### config.mk
export PLATFORM = sky130hd
export DESIGN_NAME = irq_init_seqr
export DESIGN_NICKNAME = d
export VERILOG_FILES = /design/src/rtl/irq_init_pkg.sv /design/src/rtl/irq_init_decode.sv /design/src/rtl/irq_init_fsm.sv /design/src/rtl/irq_init_regs.sv /design/src/rtl/irq_init_ocw.sv /design/src/rtl/irq_init_seqr.sv
export SDC_FILE = /design/constraint.sdc
export NUM_CORES = 1
export LEC_CHECK = 0
export BUFFER_PORTS_ARGS = -buffer_cell sky130_fd_sc_hd__buf_4
export CAP_MARGIN = 10
export CORE_MARGIN = 5
export CORE_UTILIZATION = 35
export CTS_CLUSTER_SIZE = 12
export DETAILED_ROUTE_END_ITERATION = 16
export PLACE_DENSITY = 0.66
export RECOVER_POWER = 50
export SLEW_MARGIN = 20
export SYNTH_ARGS = -nofsm -noshare
export SYNTH_HDL_FRONTEND = slang
export SYNTH_HIERARCHICAL = 1
export SYNTH_SLANG_ARGS = --single-unit
### constraint.sdc
create_clock -name clk -period 1.4 [get_ports clk]
set_clock_uncertainty 0.15 [all_clocks]
set_input_delay 0.35 -clock clk [delete_from_list [all_inputs] [get_ports clk]]
set_output_delay 0.35 -clock clk [all_outputs]
set_load 0.05 [all_outputs]
### src/rtl/irq_init_pkg.sv
package irq_init_pkg;

   typedef enum logic [2:0] {
      SEQ_UNINIT = 3'd0,
      SEQ_W2     = 3'd1,
      SEQ_W3     = 3'd2,
      SEQ_W4     = 3'd3,
      SEQ_RUN    = 3'd4
   } seq_state_t;

   // Decoded class of the current I/O write (all zero when no write hits).
   typedef struct packed {
      logic icw1;   // command address, start bit set
      logic ocw;    // command address, start bit clear
      logic dport;  // data address (base + 1)
   } wr_kind_t;

endpackage

### src/rtl/irq_init_decode.sv
module irq_init_decode
   import irq_init_pkg::*;
#(
   parameter int unsigned ADDR_W    = 16,
   parameter logic [ADDR_W-1:0] BASE_ADDR = 16'h0020
) (
   input  logic              io_wr,
   input  logic [ADDR_W-1:0] io_addr,
   input  logic              start_bit,
   output wr_kind_t          kind
);
   localparam logic [ADDR_W-1:0] DATA_ADDR = BASE_ADDR + 1'b1;

   logic hit_cmd;
   logic hit_dat;

   always_comb begin
      hit_cmd    = io_wr && (io_addr == BASE_ADDR);
      hit_dat    = io_wr && (io_addr == DATA_ADDR);
      kind.icw1  = hit_cmd &&  start_bit;
      kind.ocw   = hit_cmd && !start_bit;
      kind.dport = hit_dat;
   end
endmodule

### src/rtl/irq_init_fsm.sv
module irq_init_fsm
   import irq_init_pkg::*;
(
   input  logic     clk,
   input  logic     rst_n,
   input  wr_kind_t kind,
   output logic     ld_w2,
   output logic     ld_w3,
   output logic     ld_w4,
   output logic     ld_mask,
   output logic     ready
);
   seq_state_t state_q;
   seq_state_t state_d;

   always_comb begin
      state_d = state_q;
      if (kind.icw1) begin
         state_d = SEQ_W2;
      end else if (kind.dport) begin
         unique case (state_q)
            SEQ_W2:  state_d = SEQ_W3;
            SEQ_W3:  state_d = SEQ_W4;
            SEQ_W4:  state_d = SEQ_RUN;
            default: state_d = state_q;
         endcase
      end
   end

   always_ff @(posedge clk or negedge rst_n) begin
      if (!rst_n) state_q <= SEQ_UNINIT;
      else        state_q <= state_d;
   end

   always_comb begin
      ld_w2   = kind.dport && (state_q == SEQ_W2);
      ld_w3   = kind.dport && (state_q == SEQ_W3);
      ld_w4   = kind.dport && (state_q == SEQ_W4);
      ld_mask = kind.dport && (state_q == SEQ_RUN);
      ready   = (state_q == SEQ_RUN);
   end
endmodule

### src/rtl/irq_init_regs.sv
module irq_init_regs #(
   parameter int unsigned DATA_W   = 8,
   parameter int unsigned LVL_W    = 3,
   parameter int unsigned MODE_W   = 5,
   parameter int unsigned TRIG_BIT = 3,
   parameter int unsigned SNGL_BIT = 1
) (
   input  logic                    clk,
   input  logic                    rst_n,
   input  logic [DATA_W-1:0]       wdata,
   input  logic                    init_start,
   input  logic                    ld_w2,
   input  logic                    ld_w3,
   input  logic                    ld_w4,
   input  logic                    ld_mask,
   output logic                    init_clr,
   output logic                    level_trig,
   output logic                    single_mode,
   output logic [DATA_W-LVL_W-1:0] vec_base,
   output logic [DATA_W-1:0]       casc_cfg,
   output logic [MODE_W-1:0]       mode_flags,
   output logic [DATA_W-1:0]       irq_mask
);
   localparam int unsigned BASE_W = DATA_W - LVL_W;

   // Word 1 fields plus the clear pulse.
   always_ff @(posedge clk or negedge rst_n) begin
      if (!rst_n) begin
         init_clr    <= 1'b0;
         level_trig  <= 1'b0;
         single_mode <= 1'b0;
      end else begin
         init_clr <= init_start;
         if (init_start) begin
            level_trig  <= wdata[TRIG_BIT];
            single_mode <= wdata[SNGL_BIT];
         end
      end
   end

   // Words 2 to 4.
   always_ff @(posedge clk or negedge rst_n) begin
      if (!rst_n) begin
         vec_base   <= '0;
         casc_cfg   <= '0;
         mode_flags <= '0;
      end else begin
         if (ld_w2) vec_base   <= wdata[DATA_W-1 -: BASE_W];
         if (ld_w3) casc_cfg   <= wdata;
         if (ld_w4) mode_flags <= wdata[MODE_W-1:0];
      end
   end

   // Mask: cleared by a start word, loaded only once running.
   always_ff @(posedge clk or negedge rst_n) begin
      if (!rst_n)          irq_mask <= '0;
      else if (init_start) irq_mask <= '0;
      else if (ld_mask)    irq_mask <= wdata;
   end
endmodule

### src/rtl/irq_init_ocw.sv
module irq_init_ocw #(
   parameter int unsigned DATA_W     = 8,
   parameter bit          REGISTERED = 1'b1
) (
   input  logic              clk,
   input  logic              rst_n,
   input  logic              ocw_hit,
   input  logic [DATA_W-1:0] wdata,
   output logic              ocw_valid,
   output logic [DATA_W-1:0] ocw_data
);
   generate
      if (REGISTERED) begin : g_reg
         always_ff @(posedge clk or negedge rst_n) begin
            if (!rst_n) begin
               ocw_valid <= 1'b0;
               ocw_data  <= '0;
            end else begin
               ocw_valid <= ocw_hit;
               if (ocw_hit) ocw_data <= wdata;
            end
         end
      end else begin : g_comb
         always_comb begin
            ocw_valid = ocw_hit;
            ocw_data  = wdata;
         end
      end
   endgenerate
endmodule

### src/rtl/irq_init_seqr.sv
module irq_init_seqr
   import irq_init_pkg::*;
#(
   parameter int unsigned       ADDR_W        = 16,
   parameter logic [ADDR_W-1:0] BASE_ADDR     = 16'h0020,
   parameter int unsigned       LVL_W         = 3,
   parameter int unsigned       MODE_W        = 5,
   parameter bit                OCW_REGISTERED = 1'b1
) (
   input  logic                clk,
   input  logic                rst_n,
   input  logic                io_wr,
   input  logic [ADDR_W-1:0]   io_addr,
   input  logic [7:0]          io_wdata,
   input  logic [LVL_W-1:0]    irq_level,
   output logic                init_clr,
   output logic                level_trig,
   output logic                single_mode,
   output logic [7-LVL_W:0]    vec_base,
   output logic [7:0]          vec_out,
   output logic [7:0]          casc_cfg,
   output logic [MODE_W-1:0]   mode_flags,
   output logic [7:0]          irq_mask,
   output logic                ready,
   output logic                ocw_valid,
   output logic [7:0]          ocw_data
);
   localparam int unsigned DATA_W    = 8;
   localparam int unsigned START_BIT = 4;
   localparam int unsigned TRIG_BIT  = 3;
   localparam int unsigned SNGL_BIT  = 1;

   initial begin : elab_checks
      assert (LVL_W >= 1 && LVL_W < DATA_W)
         else $fatal(1, "LVL_W must be between 1 and 7");
      assert (MODE_W >= 1 && MODE_W <= DATA_W)
         else $fatal(1, "MODE_W must be between 1 and 8");
      assert (BASE_ADDR[0] == 1'b0)
         else $fatal(1, "BASE_ADDR must be even");
   end

   wr_kind_t kind;
   logic     ld_w2, ld_w3, ld_w4, ld_mask;

   irq_init_decode #(
      .ADDR_W    (ADDR_W),
      .BASE_ADDR (BASE_ADDR)
   ) decode_i (
      .io_wr     (io_wr),
      .io_addr   (io_addr),
      .start_bit (io_wdata[START_BIT]),
      .kind      (kind)
   );

   irq_init_fsm fsm_i (
      .clk     (clk),
      .rst_n   (rst_n),
      .kind    (kind),
      .ld_w2   (ld_w2),
      .ld_w3   (ld_w3),
      .ld_w4   (ld_w4),
      .ld_mask (ld_mask),
      .ready   (ready)
   );

   irq_init_regs #(
      .DATA_W   (DATA_W),
      .LVL_W    (LVL_W),
      .MODE_W   (MODE_W),
      .TRIG_BIT (TRIG_BIT),
      .SNGL_BIT (SNGL_BIT)
   ) regs_i (
      .clk         (clk),
      .rst_n       (rst_n),
      .wdata       (io_wdata),
      .init_start  (kind.icw1),
      .ld_w2       (ld_w2),
      .ld_w3       (ld_w3),
      .ld_w4       (ld_w4),
      .ld_mask     (ld_mask),
      .init_clr    (init_clr),
      .level_trig  (level_trig),
      .single_mode (single_mode),
      .vec_base    (vec_base),
      .casc_cfg    (casc_cfg),
      .mode_flags  (mode_flags),
      .irq_mask    (irq_mask)
   );

   irq_init_ocw #(
      .DATA_W     (DATA_W),
      .REGISTERED (OCW_REGISTERED)
   ) ocw_i (
      .clk       (clk),
      .rst_n     (rst_n),
      .ocw_hit   (kind.ocw),
      .wdata     (io_wdata),
      .ocw_valid (ocw_valid),
      .ocw_data  (ocw_data)
   );

   assign vec_out = {vec_base, irq_level};
endmodule

==> results of run 1 <==
## area by class of cell
class | count | area share, %
Sequential cell | 41 | 36.9
Timing Repair Buffer | 92 | 29.3
Multi-Input combinational cell | 65 | 27.3
Tap cell | 70 | 3.15
Clock buffer | 7 | 3.10
Inverter | 2 | 0.270
## worst max path at each step
stage / endpoint / slack (ns) / startpoint / depth (start not counted)
4_1_cts: regs_i/vec_base[1]$_DFFE_PN0P_ / -0.41 / io_addr[3] / 8
2_1_floorplan: regs_i/mode_flags[0]$_DFFE_PN0P_ / -0.55 / io_addr[15] / 7
6_report: regs_i/vec_base[1]$_DFFE_PN0P_ / -0.44 / io_addr[2] / 8
3_3_place_gp: regs_i/mode_flags[4]$_DFFE_PN0P_ / -0.72 / io_addr[7] / 8
3_5_place_dp: regs_i/mode_flags[1]$_DFFE_PN0P_ / -0.81 / io_addr[11] / 8
5_1_grt: regs_i/vec_base[4]$_DFFE_PN0P_ / -0.51 / io_addr[2] / 8
## per-layer routing
layer,global-route usage (%),vias to the layer above
li1,-,582
met1,16.8,642
met2,26.7,42
met3,3.62,4
met4,3.82,0
met5,0,-
## through the flow
| stage | hold slack (ns) | area (µm²) |
|---|---|---|
| after global routing | 0.175 | 2780 |
| after detailed placement | 0.108 | 2490 |
| after CTS | 0.169 | 2740 |
| after global placement | 0.101 | 2490 |
| final | 0.182 | 2780 |
| after floorplan | -0.0956 | 1840 |
## sequential cells by signal (all words and copies together), names as in the netlist
register            count
ocw_i/ocw_data          8
regs_i/casc_cfg         8
regs_i/irq_mask         8
regs_i/mode_flags       5
regs_i/vec_base         5
fsm_i/state_q           3
ocw_i/ocw_valid         1
regs_i/init_clr         1
regs_i/level_trig       1
regs_i/single_mode      1
## worst max-delay path, cell delays in order
cell	delay [ns]
buf_6	0.10
nor4_4	0.26
nand4_1	0.17
nor2_2	0.16
nand3b_1	0.15
buf_6	0.16
nor2_4	0.14
mux2_2	0.36
## layout by cell type (no fill, tap or decap), drive strengths merged
cell type    count
clkbuf           8
nand4            1
and2             1
nor3             1
and4bb           1
a31oi            1
nor2b            1
inv              2
dfrtp           41
or2b             1
a211o            1
nor4b            2
nor3b            2
dlygate4sd3      1
mux2i            8
nor4             2
buf             90
mux2            29
nor2            13
nand3b           1
## power groups by stage
stage               logic, mW  clock network, mW  registers, mW
global route            0.150              0.828           1.18
global placement        0.121                  0           1.21
CTS                     0.143              0.782           1.18
detailed placement      0.125                  0           1.21
finish                  0.138              0.760           1.18
floorplan              0.0321                  0           1.21
## logic make-up (layout without fill, tap and decap cells)
group	Yosys count	count (layout)	share of synthesized area, %
compound gates	2	2	0.834
simple gates	26	26	9.24
flops	41	41	56.9
mux	37	37	26.3
buf+inv	15	101	6.67
## what timing repair did
action	in CTS	in global routing
hold buffers	1	0
endpoints found under the hold margin	19	0
gates resized for setup	33	14
setup endpoints to repair	45	56
pin swaps	9	2
buffers inserted	5	2
==> flow_metrics.tcl, run 1 <==
set metrics [dict create \
    relSlewSlack_pct 64.9 \
    max-cap-violations 0 \
    nFillCells 435 \
    synth_top_area_share_pct 56.9 \
    start_kind "input pin" \
    cts.root.buffer_cell "clkbuf_8" \
    outcome "finished with violations" \
    avgSynthCellArea_um2 14.9 \
    synth.largest_area_cell "dfrtp_1" \
    setup_ws_ns -0.436 \
    drcViolationCount 0 \
    rows 26 \
    grt-ovfl-total 0 \
    r2r_start "fsm_i/state_q[0]$_DFFE_PN0P_" \
    hold_viol 0 \
    synth_area_um2 1800 \
    synth-edff-count 0 \
    dp_cells 264 \
    ys_seq_area_share_pct 56.9 \
    synth_flop_cell "dfrtp_1" \
    die-area_um2 6680 \
    min_delay_path_depth 2 \
    fmax_mhz 545 \
    synthArstFlopShare_pct 100 \
    first_iter_violations 20 \
    port_buffers 70 \
    hp-start "io_wdata[2]" \
    ys_warn_count 6 \
    crit_fanout 5 \
    finalSetupTns_ns -13.24 \
    seqCellArea_um2 1030 \
    peakVddDrop_uv 646 \
    grt_max_degree 23 \
    wl_met1_um 1800 \
    critical_path_required_ns 1.42 \
    endpoint_kind "flip-flop" \
    n_antenna_cell 0 \
    wl_um 4720 \
    syn-num-nets 151 \
    finalSetupViolCount 42 \
    r2r_end "regs_i/casc_cfg[4]$_DFFE_PN0P_" \
    num_vias 1270 \
    core_um2 5040 \
    hold_end "ocw_i/ocw_data[2]$_DFFE_PN0P_" \
    hold_path.class "input pin to flip-flop" \
    dieWidth_um 81.8 \
    r2r_slack_ns -0.28 \
    grt_pass1_vias 1437 \
    antenna_found_initial 0 \
    final_util_pct 55.2 \
    ys_types 21 \
    cts_max_path_buffers 2 \
    syn_inst 121 \
    p_per_area_nw_per_um2 748 \
    synth_common_cells "dfrtp_1, mux2_4, nor2_1" \
    multi_input_area_um2 759 \
    finalCritPeriodShare_pct 131 \
    die_h_um 81.8 \
    rsz0062_at_grt "true" \
    wl_per_cell_um 17.0 \
    finalCriticalPeriod_ns 1.84 \
    top_layer "met4" \
    cts_tree "built" \
    post-place-ws_ns -0.807 \
    violations "negative setup slack" \
    arrival_ns 1.86 \
    p_sw_mw 0.434 \
    seqPwrFrac_pct 56.9 \
    power.total_mw 2.08 \
    area_growth_pct 54.5 \
    p_sw_share_pct 20.8 \
    numClockSinks 41 \
    clk_pin_slew_worst_paths_ns 0.08 \
    reg2reg_depth 3 \
    gp_congestion 0.712 \
    fin_cells 277 \
    tightestPinTransition_ns 0.526 \
    internal-power_mw 1.65 \
    yosysMostFrequentCell "dfrtp_1" \
    p_leak_nw 1.41 \
    drive_above_1_share_pct 68.1 \
    grtUsageTotal_pct 14.6 \
    htreeDepth 2 \
    viasPerCell 4.58 \
    crit_type "input pin to flip-flop" \
    clk_latency_ns 0.28 \
    num_io_pins 77 \
    cts_buffers 5 \
    dpl.hpwl_um 3440 \
    first_pass_iters 4 \
    netlist_top_cells_area "dfrtp_1, mux2_4, mux2_2, mux2i_1, buf_4" \
    ant_nets 0 \
    clkPwrFrac_pct 36.5 \
    slew_violations 0 \
    wl_met3_um 271 \
    dr_wl_met2_um 2610 \
    initial_utilization_pct 35.7 \
    grt_pass1_wl_um 7280 \
    p_comb_share_pct 6.6 \
    layout.nets 237 \
    synth.ff_latch_count 41 \
]
Note: power is estimated with default switching activity, not from simulation.
==> inputs of run 2 (changes only) <==
--- a/config.mk
+++ b/config.mk
@@ -5,6 +5,7 @@
 export SDC_FILE = /design/constraint.sdc
 export NUM_CORES = 1
 export LEC_CHECK = 0
+export ABC_AREA = 1
 export BUFFER_PORTS_ARGS = -buffer_cell sky130_fd_sc_hd__buf_4
 export CAP_MARGIN = 10
 export CORE_MARGIN = 5
==> run 2 against run 1 <==
Effect of this change:
- the flow still finishes with violations (negative setup slack)
- synthesized area about the same
- flip-flop and latch count stayed put
- sequential share of layout area is 1.2 points lower
- worst hold slack worse by 0.042 ns
- sequential power hardly changed
- largest power group unchanged
==> flow_metrics.tcl, run 2 <==
set metrics [dict create \
    outcome "finished with violations" \
    crit_type "flip-flop to primary output" \
    relSlewSlack_pct 62.3 \
    n_antenna_cell 0 \
    finalCritPeriodShare_pct 114 \
    die_h_um 81.7 \
    hp-start "io_wdata[6]" \
    die-area_um2 6680 \
    wl_per_cell_um 12.8 \
    finalSetupViolCount 24 \
    critical_path_required_ns 0.90 \
    num_io_pins 77 \
    clk_pin_slew_worst_paths_ns 0.07 \
    ys_seq_area_share_pct 57.0 \
    rsz0062_at_grt "true" \
    max-cap-violations 0 \
    synth_flop_cell "dfrtp_1" \
    cts_buffers 5 \
    cts_max_path_buffers 2 \
    htreeDepth 2 \
    arrival_ns 1.09 \
    initial_utilization_pct 35.7 \
    area_growth_pct 60.9 \
    synth_top_area_share_pct 57.0 \
    first_iter_violations 70 \
    dpl.hpwl_um 3280 \
    hold_viol 0 \
    ant_nets 0 \
    fmax_mhz 628 \
    core_um2 5040 \
    grt-ovfl-total 0 \
    netlist_top_cells_area "dfrtp_1, nand2_1, inv_1, buf_4, o21ai_1" \
    hold_path.class "input pin to flip-flop" \
    synth_common_cells "nand2_1, dfrtp_1, inv_1" \
    drive_above_1_share_pct 45.9 \
    grtUsageTotal_pct 14.4 \
    clk_latency_ns 0.29 \
    cts_tree "built" \
    cts.root.buffer_cell "clkbuf_8" \
    tightestPinTransition_ns 0.565 \
    drcViolationCount 0 \
    finalInstanceArea_um2 2900 \
    endpoint_kind "primary output" \
    num_vias 1656 \
    slew_violations 0 \
    syn_inst 215 \
    ys_warn_count 6 \
    avgSynthCellArea_um2 8.37 \
    dieWidth_um 81.7 \
    viasPerCell 4.44 \
    r2r_start "fsm_i/state_q[0]$_DFFE_PN0P_" \
    syn-num-nets 245 \
    post-place-ws_ns -0.524 \
    grt_max_degree 42 \
    gp_congestion 0.810 \
    synthArstFlopShare_pct 100 \
    start_kind "flip-flop" \
    numClockSinks 41 \
    finalSetupTns_ns -1.71 \
    final_cell_mix "nand2_1, buf_4, buf_6" \
    placed_area_um2 2510 \
    whs_ns 0.139 \
    violations "negative setup slack" \
    antenna_found_initial 0 \
    p_per_area_nw_per_um2 727 \
    synth_area_um2 1800 \
    grt_pass1_wl_um 7350 \
    wl_um 4770 \
    setup_ws_ns -0.193 \
    grt_pass1_vias 1603 \
    rows 26 \
    startpoint "fsm_i/state_q[1]$_DFFE_PN0P_" \
    synth.largest_area_cell "dfrtp_1" \
    peakVddDrop_uv 324 \
    synth.ff_latch_count 41 \
    p_leak_nw 1.51 \
    finalCriticalPeriod_ns 1.59 \
    synth-edff-count 0 \
    final_common_cell "nand2_1" \
    final_util_pct 57.4 \
    reg_top3 "ocw_i/ocw_data x8, regs_i/casc_cfg x8, regs_i/irq_mask x8" \
    crit_fanout 6 \
    yosysMostFrequentCell "nand2_1" \
    ys_types 18 \
    first_pass_iters 4 \
    port_buffers 70 \
    layout.nets 332 \
]
==> run 2: worst max-delay path, cell delays in order (launching register included) <==
cell     delay [ns]
dfrtp_2        0.47
nor3_4         0.15
buf_6          0.18
==> run 2: worst paths after layout <==
check | end | slack, ns | depth (start not counted)
max in group asynchronous | regs_i/vec_base[0]$_DFFE_PN0P_ | 0.21 | 2
setup / recovery | ready | -0.19 | 2
hold reg to reg | ocw_i/ocw_data[6]$_DFFE_PN0P_ | 0.33 | 2
setup reg to reg | regs_i/irq_mask[6]$_DFFE_PN0P_ | -0.07 | 6
hold / removal | ocw_i/ocw_data[6]$_DFFE_PN0P_ | 0.14 | 3
min in group asynchronous | regs_i/casc_cfg[3]$_DFFE_PN0P_ | 0.46 | 2
==> run 2: final cells by class <==
class                      count  area (µm²)
clock buffer                   8        90.1
timing repair inverter         1        7.51
fill                         460        2150
sequential                    41        1030
multi-input combinational    131         692
inverter                      29         119
timing repair buffer          93         866
tap                           70        87.6
==> run 2: power by group <==
| part | internal [mW] | switching (mW) | total [mW] |
|---|---|---|---|
| clock network | 0.402 | 0.379 | 0.780 |
| registers | 1.18 | 0.0000568 | 1.18 |
| logic | 0.0715 | 0.0696 | 0.141 |
| total | 1.66 | 0.448 | 2.11 |
==> run 2: logic make-up after synthesis <==
family	Yosys count	share of synthesized area, %
flip-flops	41	57.0
AND/OR/NAND/NOR	109	24.5
buffers and inverters	43	11.9
AO/OA/AOI/OAI	22	6.60
==> run 2: layer usage <==
| layer | GRT usage, % | wire [µm] |
|---|---|---|
| met1 | 17.5 | 1840 |
| met2 | 24.2 | 2470 |
| met3 | 3.07 | 357 |
| met4 | 6.98 | 94 |
| met5 | 0 | 0 |
==> run 2: timing repair <==
action,CTS,global route
hold buffers,1,0
gates cloned,0,2
buffers inserted,4,2
hold endpoints to repair,41,0
resized for setup,21,47
pin swaps,2,12
endpoints found under the setup margin,29,60
==> run 2: stage by stage <==
stage | power, mW | instances
2_1_floorplan | 1.24 | 215
3_3_place_gp | 1.33 | 357
3_5_place_dp | 1.33 | 357
4_1_cts | 2.11 | 370
5_1_grt | 2.19 | 373
6_report | 2.11 | 373
==> inputs of run 3 (changes only) <==
--- a/config.mk
+++ b/config.mk
@@ -9,10 +9,10 @@
 export BUFFER_PORTS_ARGS = -buffer_cell sky130_fd_sc_hd__buf_4
 export CAP_MARGIN = 10
 export CORE_MARGIN = 5
-export CORE_UTILIZATION = 35
+export CORE_UTILIZATION = 42
 export CTS_CLUSTER_SIZE = 12
 export DETAILED_ROUTE_END_ITERATION = 16
-export PLACE_DENSITY = 0.66
+export PLACE_DENSITY = 0.77
 export RECOVER_POWER = 50
 export SLEW_MARGIN = 20
 export SYNTH_ARGS = -nofsm -noshare
==> run 3 against run 2 <==
Effect of this change:
- the flow still finishes with violations (negative setup slack)
- via count grew 6.9%
- combinational power about the same
- final area up 9.5%
- clock power decreased by 4.4%
- die area down 15%
- sequential power about the same
- wire length up 15%
- first-iteration DRC count rose by 20%
- register-to-register slack worse by 0.09 ns
- largest cell class is now buffers
==> flow_metrics.tcl, run 3 (same netlist as run 2, synthesis figures left out) <==
set metrics [dict create \
    crit_fanout 2 \
    internal-power_mw 1.59 \
    p_comb_share_pct 6.7 \
    ant_nets 0 \
    violations "negative setup slack" \
    num_vias 1770 \
    final_util_pct 77.6 \
    seqPwrFrac_pct 57.2 \
    cts.root.buffer_cell "clkbuf_8" \
    finalCritPeriodShare_pct 115 \
    endpoint "ready" \
    clkPwrFrac_pct 36.1 \
    numClockSinks 41 \
    antenna_found_initial 0 \
    wl_per_cell_um 15.0 \
    r2r_start "fsm_i/state_q[0]$_DFFE_PN0P_" \
    cp_slowest_cell "dfrtp_1" \
    fmax_mhz 623 \
    path_cells "inv_2 -> nor3_2 -> buf_6" \
    worstPathBufferInverterCount 2 \
    grtUsageTotal_pct 19.4 \
    r2r_end "regs_i/casc_cfg[7]$_DFFE_PN0P_" \
    critPathMaxStageDelay_ns 0.38 \
    fin_cells 365 \
    rsz0062_at_grt "true" \
    tightestPinTransition_ns 0.570 \
    r2r_slack_ns -0.16 \
    htreeDepth 2 \
    reg2reg_depth 8 \
    reg_top3 "ocw_i/ocw_data x8, regs_i/casc_cfg x8, regs_i/irq_mask x8" \
    clk_pin_slew_worst_paths_ns 0.08 \
    grt_pass1_vias 1788 \
    rows 23 \
    die_h_um 75.5 \
    final_cell_mix "buf_6, nand2_1, buf_4" \
    path_depth 3 \
    dieWidth_um 75.5 \
    p_sw_mw 0.474 \
    endpoint_kind "primary output" \
    grt-ovfl-total 0 \
    path_delay_family "flip-flops" \
    outcome "finished with violations" \
    finalCriticalPeriod_ns 1.60 \
    n_antenna_cell 0 \
    p_leak_nw 1.63 \
    peakVddDrop_uv 424 \
    cts_tree "built" \
    critical_path_required_ns 0.90 \
    p_sw_share_pct 22.9 \
    wl_um 5490 \
    die-area_um2 5700 \
    drcViolationCount 0 \
    gp_congestion 0.736 \
    area_growth_pct 76.1 \
    dp_cells 336 \
    cts_max_path_buffers 2 \
    hold_viol 0 \
    min_delay_path_depth 3 \
    finalSetupViolCount 33 \
    drive_above_1_share_pct 58.4 \
    num_io_pins 77 \
    start_kind "flip-flop" \
    grt_pass1_wl_um 8160 \
    p_per_area_nw_per_um2 652 \
    grt_max_degree 42 \
    final_common_cell "buf_6" \
    layout.nets 344 \
    nFillCells 249 \
    initial_utilization_pct 44.1 \
    core_um2 4090 \
    max-cap-violations 0 \
    viasPerCell 4.85 \
    hold_path.class "input pin to flip-flop" \
    crit_type "flip-flop to primary output" \
    multi_input_area_um2 817 \
    setup_ws_ns -0.205 \
    first_iter_violations 84 \
    slew_violations 0 \
    arrival_ns 1.10 \
    first_pass_iters 4 \
    clk_latency_ns 0.29 \
    startpoint "fsm_i/state_q[2]$_DFFE_PN0P_" \
    cts_buffers 5 \
    seqCellArea_um2 1030 \
    dpl.hpwl_um 3360 \
    port_buffers 70 \
    relSlewSlack_pct 62.0 \
]
## run 3: changes by cell type in the layout (fill, tap and decap cells not counted), moves of 2 or more
cell / previous run / this run
nand2_1: 72 / 48
nand2_2: 4 / 25
buf_6: 38 / 55
o21ai_1: 15 / 9
o21ai_2: 1 / 7
buf_4: 50 / 45
nand2_4: 1 / 4
nand3_1: 10 / 7
clkinv_2: 0 / 2
nand3_2: 0 / 2
nor2_2: 7 / 5
## run 3: final cells by class
class                   instances  area share [%]
clock buffers                   6            2.29
clock inverters                 2           0.316
well taps                      50            1.97
repair buffers                105            32.9
inverters                      29            3.91
multi-input cells             131            25.8
flip-flops and latches         41            32.6
repair inverters                1           0.237
## run 3: worst min-delay path by stage
stage,startpoint,endpoint,slack (ns)
floorplan,rst_n,fsm_i/state_q[0]$_DFFE_PN0P_,-0.1
global placement,rst_n,regs_i/casc_cfg[3]$_DFFE_PN0P_,0.21
detailed placement,rst_n,regs_i/casc_cfg[3]$_DFFE_PN0P_,0.22
CTS,io_wdata[7],ocw_i/ocw_data[7]$_DFFE_PN0P_,0.15
global route,io_wdata[2],ocw_i/ocw_data[2]$_DFFE_PN0P_,0.14
finish,io_wdata[7],ocw_i/ocw_data[7]$_DFFE_PN0P_,0.15
## run 3: worst min-delay path, stage by stage
cell	delay (ns)
buf_4	0.11
nand2_1	0.05
nand2_1	0.04
## run 3: power by group through the flow
stage               clock (mW)  combinational (mW)  sequential [mW]
floorplan                    0              0.0373             1.21
global placement             0               0.117             1.21
detailed placement           0               0.118             1.21
CTS                      0.764               0.129             1.18
global route             0.824               0.152             1.18
finish                   0.746               0.139             1.18
## run 3: metrics by stage
step | instance area [µm²] | power [mW] | hold slack, ns | setup WS, ns | setup TNS, ns
after floorplan | 1870 | 1.24 | -0.0956 | -0.209 | -4.21
after global placement | 2480 | 1.32 | 0.211 | -0.475 | -14.11
after detailed placement | 2480 | 1.32 | 0.215 | -0.548 | -16.05
after CTS | 2910 | 2.08 | 0.146 | -0.203 | -2.48
after global routing | 3170 | 2.16 | 0.142 | -0.257 | -6.07
final | 3170 | 2.07 | 0.146 | -0.205 | -3.36
## run 3: timing repair
item	in CTS	in global routing
hold buffers	1	0
cloned	4	0
setup endpoints to repair	45	68
gates resized for setup	58	71
endpoints found under the hold margin	41	0
buffers inserted	16	7
pin swaps	17	12
## run 3: routing by layer
| layer | up-vias | GRT usage (%) | share of wire [%] |
|---|---|---|---|
| li1 | 855 | - | - |
| met1 | 823 | 22.9 | 39 |
| met2 | 78 | 32.6 | 51 |
| met3 | 14 | 6.33 | 7.6 |
| met4 | 0 | 7.96 | 2.4 |
| met5 | - | 0 | 0 |
